<file path="config.mk">
export PLATFORM = sky130hd
export DESIGN_NAME = kernel_bank_store
export DESIGN_NICKNAME = d
export VERILOG_FILES = /design/src/rtl/kbs_pkg.sv /design/src/rtl/kbs_bank.sv /design/src/rtl/kbs_select.sv /design/src/rtl/kernel_bank_store.sv
export SDC_FILE = /design/constraint.sdc
export NUM_CORES = 1
export LEC_CHECK = 0
export ABC_AREA = 1
export BUFFER_PORTS_ARGS = -buffer_cell sky130_fd_sc_hd__buf_4
export CORE_MARGIN = 3
export CORE_UTILIZATION = 40
export CTS_CLUSTER_DIAMETER = 100
export DETAILED_ROUTE_END_ITERATION = 8
export GPL_TIMING_DRIVEN = 0
export PLACE_DENSITY_LB_ADDON = 0.3
export SYNTH_ARGS = -nofsm -noshare
export SYNTH_HDL_FRONTEND = slang
export SYNTH_SLANG_ARGS = --single-unit
</file>
<file path="constraint.sdc">
create_clock -name clk_i -period 1.7 [get_ports clk_i]
set_input_delay 0.17 -clock clk_i [delete_from_list [all_inputs] [get_ports clk_i]]
set_output_delay 0.17 -clock clk_i [all_outputs]
set_load 0.02 [all_outputs]
</file>
<file path="src/rtl/kbs_pkg.sv">
`timescale 1ns/1ps
package kbs_pkg;
  localparam int unsigned ADDR_W = 2;
  localparam logic [ADDR_W-1:0] ADDR_LOAD0  = 2'd0;
  localparam logic [ADDR_W-1:0] ADDR_LOAD1  = 2'd1;
  localparam logic [ADDR_W-1:0] ADDR_SELECT = 2'd2;
  localparam logic [ADDR_W-1:0] ADDR_SPARE  = 2'd3;
endpackage

</file>
<file path="src/rtl/kbs_bank.sv">
`timescale 1ns/1ps
module kbs_bank #(
  parameter int unsigned COEF_W   = 8,
  parameter int unsigned NUM_TAPS = 9,
  parameter int unsigned BANK_ID  = 0
) (
  input  logic                       clk_i,
  input  logic                       rst_ni,
  input  logic                       wr_en_i,
  input  logic [kbs_pkg::ADDR_W-1:0] wr_addr_i,
  input  logic [COEF_W-1:0]          wr_data_i,
  output logic [NUM_TAPS*COEF_W-1:0] taps_o
);
  localparam int unsigned IDX_W = $clog2(NUM_TAPS);
  localparam logic [IDX_W-1:0] LAST_IDX = IDX_W'(NUM_TAPS - 1);
  localparam logic [kbs_pkg::ADDR_W-1:0] MY_ADDR = kbs_pkg::ADDR_W'(BANK_ID);

  logic             hit;
  logic [IDX_W-1:0] idx_q, idx_d;

  assign hit = wr_en_i && (wr_addr_i == MY_ADDR);

  // write position: advance on own load, wrap after last tap, clear on any other write
  always_comb begin
    idx_d = idx_q;
    if (wr_en_i) begin
      if (hit) idx_d = (idx_q == LAST_IDX) ? '0 : idx_q + IDX_W'(1);
      else     idx_d = '0;
    end
  end

  always_ff @(posedge clk_i or negedge rst_ni) begin
    if (!rst_ni)      idx_q <= '0;
    else if (wr_en_i) idx_q <= idx_d;
  end

  for (genvar t = 0; t < NUM_TAPS; t++) begin : g_tap
    logic              tap_we;
    logic [COEF_W-1:0] tap_q;
    assign tap_we = hit && (idx_q == IDX_W'(t));
    always_ff @(posedge clk_i or negedge rst_ni) begin
      if (!rst_ni)     tap_q <= '0;
      else if (tap_we) tap_q <= wr_data_i;
    end
    assign taps_o[t*COEF_W +: COEF_W] = tap_q;
  end

  AST_IDX_IN_RANGE: assert property (@(posedge clk_i) disable iff (!rst_ni)
    idx_q <= LAST_IDX);
  AST_IDX_ADVANCE: assert property (@(posedge clk_i) disable iff (!rst_ni)
    (hit && idx_q != LAST_IDX) |=> idx_q == $past(idx_q) + IDX_W'(1));
  AST_IDX_WRAP: assert property (@(posedge clk_i) disable iff (!rst_ni)
    (hit && idx_q == LAST_IDX) |=> idx_q == '0);
  AST_IDX_CLEAR: assert property (@(posedge clk_i) disable iff (!rst_ni)
    (wr_en_i && wr_addr_i != MY_ADDR) |=> idx_q == '0);
  AST_TAPS_HOLD: assert property (@(posedge clk_i) disable iff (!rst_ni)
    !hit |=> $stable(taps_o));
endmodule

</file>
<file path="src/rtl/kbs_select.sv">
`timescale 1ns/1ps
module kbs_select (
  input  logic                       clk_i,
  input  logic                       rst_ni,
  input  logic                       wr_en_i,
  input  logic [kbs_pkg::ADDR_W-1:0] wr_addr_i,
  input  logic                       sel_bit_i,
  output logic                       active_o
);
  logic sel_we, active_d;

  assign sel_we = wr_en_i && (wr_addr_i == kbs_pkg::ADDR_SELECT);

  always_comb begin
    active_d = active_o;
    if (sel_we) active_d = sel_bit_i;
  end

  always_ff @(posedge clk_i or negedge rst_ni) begin
    if (!rst_ni)     active_o <= 1'b0;
    else if (sel_we) active_o <= active_d;
  end

  AST_SELECT_TAKES: assert property (@(posedge clk_i) disable iff (!rst_ni)
    sel_we |=> active_o == $past(sel_bit_i));
  AST_SELECT_HOLD: assert property (@(posedge clk_i) disable iff (!rst_ni)
    !sel_we |=> $stable(active_o));
endmodule

</file>
<file path="src/rtl/kernel_bank_store.sv">
`timescale 1ns/1ps
module kernel_bank_store #(
  parameter int unsigned COEF_W   = 8,
  parameter int unsigned NUM_TAPS = 9,
  localparam int unsigned BUS_W   = NUM_TAPS * COEF_W,
  localparam int unsigned NUM_BANKS = 2
) (
  input  logic                       clk_i,
  input  logic                       rst_ni,
  input  logic                       wr_en_i,
  input  logic [kbs_pkg::ADDR_W-1:0] wr_addr_i,
  input  logic [COEF_W-1:0]          wr_data_i,
  output logic [BUS_W-1:0]           coef_o,
  output logic                       active_bank_o
);
  logic [BUS_W-1:0] bank_taps [NUM_BANKS];

  for (genvar b = 0; b < NUM_BANKS; b++) begin : g_bank
    kbs_bank #(
      .COEF_W   (COEF_W),
      .NUM_TAPS (NUM_TAPS),
      .BANK_ID  (b)
    ) i_bank (
      .clk_i     (clk_i),
      .rst_ni    (rst_ni),
      .wr_en_i   (wr_en_i),
      .wr_addr_i (wr_addr_i),
      .wr_data_i (wr_data_i),
      .taps_o    (bank_taps[b])
    );
  end

  kbs_select i_select (
    .clk_i     (clk_i),
    .rst_ni    (rst_ni),
    .wr_en_i   (wr_en_i),
    .wr_addr_i (wr_addr_i),
    .sel_bit_i (wr_data_i[0]),
    .active_o  (active_bank_o)
  );

  // whole-bus multiplexer driven by one registered select: all taps swap together
  always_comb begin
    coef_o = bank_taps[active_bank_o];
  end

  AST_INACTIVE_LOAD_QUIET: assert property (@(posedge clk_i) disable iff (!rst_ni)
    (wr_en_i && wr_addr_i == {1'b0, ~active_bank_o}) |=> $stable(coef_o) && $stable(active_bank_o));
  AST_SPARE_QUIET: assert property (@(posedge clk_i) disable iff (!rst_ni)
    (wr_en_i && wr_addr_i == kbs_pkg::ADDR_SPARE) |=> $stable(coef_o));
  AST_OUT_FROM_ACTIVE: assert property (@(posedge clk_i) disable iff (!rst_ni)
    coef_o == (active_bank_o ? g_bank[1].i_bank.taps_o : g_bank[0].i_bank.taps_o));
endmodule

</file>
== Word-level counts from Yosys, hierarchy flattened ==
Index checks and enable logic that the tools add are counted.

* $add $sub $neg: 2
* $lt $le $gt $ge: 1
* Equal/unequal tests: 18
* Multiplexer cells: 7
* Bitwise gates (word level): 1
* Reductions and logical operators: 24

{| class="wikitable"
|+ Operators with widths
! operator !! number
|-
| $mux W72 || 3
|-
| $eq A4 B3 Y1 const B || 8
|-
| $logic_and A1 B1 Y1 || 21
|-
| $eq A4 B2 Y1 const B || 4
|-
| $mux W4 || 4
|-
| $add A4 B1 Y4 const B || 2
|-
| $eq A4 B1 Y1 const B || 2
|-
| $eq A4 B4 Y1 const B || 2
|-
| $logic_not A4 Y1 || 2
|-
| $eq A2 B1 Y1 const B || 1
|-
| $eq A2 B2 Y1 const B || 1
|-
| $ge A2 B2 Y1 const B || 1
|-
| $logic_not A2 Y1 || 1
|-
| $not A1 Y2 || 1
|}

* Register bits after elaboration: 153
* Input port bits: 13
* Output and inout port bits: 73
* Word-level logic and storage cells: 74

== Longest topological paths before layout ==
* Depth after elaboration: 4
* Mapped depth: 8
* Depth with buffers taken out: 8

== By module ==
A second synthesis with hierarchy kept.

* Cell total of the unflattened synthesis: 973
* Area, all modules: 7559.8 um^2

{| class="wikitable"
|+ Modules (own cells, without submodules)
! module !! instances !! cells each !! area each (um^2) !! seq. area each (um^2)
|-
| kbs_bank at g_bank[1].i_bank || 1 || 365 || 3387.0 || 1901.8
|-
| kbs_bank at g_bank[0].i_bank || 1 || 370 || 3178.0 || 1901.8
|-
| kernel_bank_store || 1 || 232 || 947.2 || 0.0
|-
| kbs_select || 1 || 6 || 47.5 || 25.0
|}

== Worst setup path before layout ==
No wires, ideal clock.

* Path kind: reg-to-output
* From: register i_select.active_o
* To: output port coef_o[71]
* Arrival time: 1343 ps
* Data required time: 1530 ps
* Slack: 187 ps
* Stages on the path, launching flop included: 4
* Buffers on the path: 2
* Cells stage by stage: dfrtp_1 buf_2 buf_4 o21ai_0

* Cells in the longest elaborated chain, start to end: 4

{| class="wikitable"
|+ Ends and longest elaborated chain
! what !! RTL line !! source
|-
| start, declared || kbs_select.sv:8 || <nowiki>output logic active_o</nowiki>
|-
| start signal, assigned || kbs_select.sv:21 || <nowiki>else if (sel_we) active_o <= active_d;</nowiki>
|-
| $not A1 Y2 (not written as such) || kernel_bank_store.sv:44 || <nowiki>coef_o = bank_taps[active_bank_o];</nowiki>
|-
| $mux W72 (not written as such) (3 in a row) || kernel_bank_store.sv:44 ||
|-
| end, declared || kernel_bank_store.sv:13 || <nowiki>output logic [BUS_W-1:0] coef_o,</nowiki>
|}

Every way passes these cells. The select of a mux whose other input is x is not followed.

== Worst setup path after layout ==
* From: register i_select.active_o
* To: output port coef_o[31]

Same word-level chain as after synthesis.

==> metrics.txt <==
clk_skew=0.00685 ns; Slew Viols, Final=0; Final Hold Viols=0; largest family of logic cells by synthesized area=simple AND/OR/NAND/NOR gates; failing checks=negative setup slack; max-cap viol count=0; Critical path origin=i_select.active_o; Slew @ Worst Pin=0.882 ns; largest net degree at the start of global routing=87; initial cell density of the core=41.6%; number of inserted diodes=0; critical path cell sequence=buf_12, buf_12, mux2_2, buf_4; Die Width=142 um; pwr/cell area=1210 nW/um^2; Post-Route WL=20700 um; DR WL/cell=17.4 um; worst min path class=in -> reg; vias in the first global route=6018; # IOs=86; WS Path Type=reg -> out; Mapped Area=7350 um^2; syn_area_per_cell=8.63 um^2; post-synth top area share=52.1%; Cells after Synth=~850; Post-layout nets=about 980; critical path peak fanout=10; FF+latch count, synth=153; CP Depth=4; via/cell ratio=slightly above 5; Final Core Density=53.1%; DRT iter0 DRCs=479; Peak VDD IR=0.678 mV; CTS root buffer=clkbuf_16; Mapped Nets=872; first drt pass iteration count=5; Area contributors post-synth=dfrtp_1 52%, nand2_1 16%, nand3_1 7.2%; Crit Reg-Reg Endpoint=g_bank[0].i_bank.g_tap[8].tap_q[2]; Adder-Cell Fraction of Synth Area=1.36%; H-tree depth=4; Worst path max stage delay=roughly 0.43 ns; R2R Path Start=g_bank[0].i_bank.idx_q[0]; CP Launch Type=flop; Synth Area in Compound Gates=under 10%; worst hold start=wr_en_i; top cell type by total area after synthesis=dfrtp_1; drc violations=0; Area growth syn-to-layout=27.6%; fmax=537 MHz; layout cells sized above 1=25.4%; XOR/XNOR Fraction of Synth Area=less than 1%; # port buffers=76; Seq/Total Area, Yosys=roughly 52%; Core Box Area=17700 um^2; final setup margin=-0.163 ns; Overall Global Routing Usage=21.2%; grt total ovfl=0; critical path's top delay family=buffers and inverters; worst path bufs/invs=3; row cnt=48; Simple-Gate Fraction of Synth Area=between 20% and 30%; RSZ-0062 raised after global routing=yes; ANT nets after route=0; CTS max path bufs=2; Placer Congestion=0.841; final setup vio count=70; mux contribution to synthesized area=4.90%; Leakage=4.80 nW; first-pass GRT wire length=32900 um; initial antenna violation count=0; synth unique cells=26; last element of the critical path=coef_o[31]; reg2reg setup slack=roughly 0.12 ns; worst hold slack=0.0279 ns; CTS Buf Count=17; shortest period the worst path allows=1.86 ns; Reg clk slew, reported paths=0.06 ns; TritonCTS clock tree=built; worst path arrival time=1.69 ns; Final Cell Area=9380 um^2; CP Capture Type=primary output; die area=between 20000 and 25000 um^2; Slew HR=41.2%; clock sink count=about 150; slowest cell on the critical path=dfrtp_2; Most common cell on crit path=buf_12; Post-DP HPWL=roughly 14000 um; Die Y=142 um; status=finished with violations; WP data required=1.53 ns; Worst-Skew Late Latency=0.43 ns; Placed Area=8230 um^2; Vias=6130; fin crit share=110%; Yosys warnings=0; Reg2Reg Depth=7
-- cell usage after synthesis, drive strengths merged --
library cell  count
xor2              2
nand2           322
mux2             32
nand4             2
ha                8
inv              63
buf              28
nand3           107
nor2             22
o22ai             1
o21ai            93
dfrtp           153
clkbuf           18
-- flip-flops by register name, indices dropped and copies added, names as in the netlist --
signal / count
g_bank.i_bank.g_tap.tap_q: 144
g_bank.i_bank.idx_q: 8
i_select.active_o: 1
-- how the worst min path moves through the flow --
stage               cells after the start                                  to
floorplan                               0  g_bank[0].i_bank.g_tap[0].tap_q[0]
global placement                        2  g_bank[1].i_bank.g_tap[0].tap_q[7]
detailed placement                      1  g_bank[0].i_bank.g_tap[6].tap_q[6]
CTS                                     2           g_bank[0].i_bank.idx_q[0]
global route                            2           g_bank[0].i_bank.idx_q[0]
finish                                  2           g_bank[0].i_bank.idx_q[1]
-- per-layer routing --
| layer | part of all wire [%] | GRT usage [%] |
|---|---|---|
| met3 | 4.7 | 3.74 |
| met5 | 0 | 0 |
| met1 | 45 | 30.0 |
| met4 | 3.5 | 9.60 |
| met2 | 46 | 31.9 |
-- power by group --
| group | internal, W | switching [W] | leakage (nW) | total, W |
|---|---|---|---|---|
| sequential | 0.00403 | 0.000212 | 1.90 | 0.00424 |
| combinational | 0.00125 | 0.00150 | 2.59 | 0.00275 |
| clock | 0.00276 | 0.00157 | 0.315 | 0.00432 |
-- cell type report --
class                      instances  area (um^2)
fill                            1657         8280
sequential                       153         3830
multi-input combinational        589         3190
timing repair buffer              84          782
clock buffer                      17          425
buffer                            46          378
tap                              225          282
clock inverter                    15          250
inverter                          63          241
-- through the flow --
stage               setup WS [ns]  cells  TNS [ns]  total power, W
finish                     -0.163   1192     -6.00          0.0113
CTS                        -0.169   1189     -6.38          0.0110
global placement           -0.353   1152    -57.14         0.00656
floorplan                   0.187    851         0         0.00561
detailed placement         -0.133   1153     -5.72         0.00659
global route               -0.195   1192     -9.10          0.0117
-- cell families (layout without fill, tap and decap cells) --
kind of cell	Yosys count	after routing
simple gates	453	453
flops	153	153
buf+inv	109	225
compound gates	94	94
mux	32	32
fa+ha+maj	8	8
xor+xnor	2	2
-- layout by cell type (no fill, tap or decap), drive strengths merged --
master / instances
inv: 63
nor2: 22
mux2: 32
clkinv: 5
o22ai: 1
buf: 112
clkinvlp: 4
ha: 8
o21ai: 93
nand4: 2
nand3: 107
bufinv: 6
nand2: 322
clkbuf: 34
xor2: 2
dfrtp: 153
dlygate4sd3: 1
-- what timing repair did --
action | in CTS | in global routing
hold endpoints to repair | 67 | 0
setup endpoints to repair | 72 | 125
setup buffers | 3 | 3
gates resized for setup | 56 | 97
hold buffers | 1 | 0
pin swaps | 0 | 3
Power figures use the tool's default switching activity.
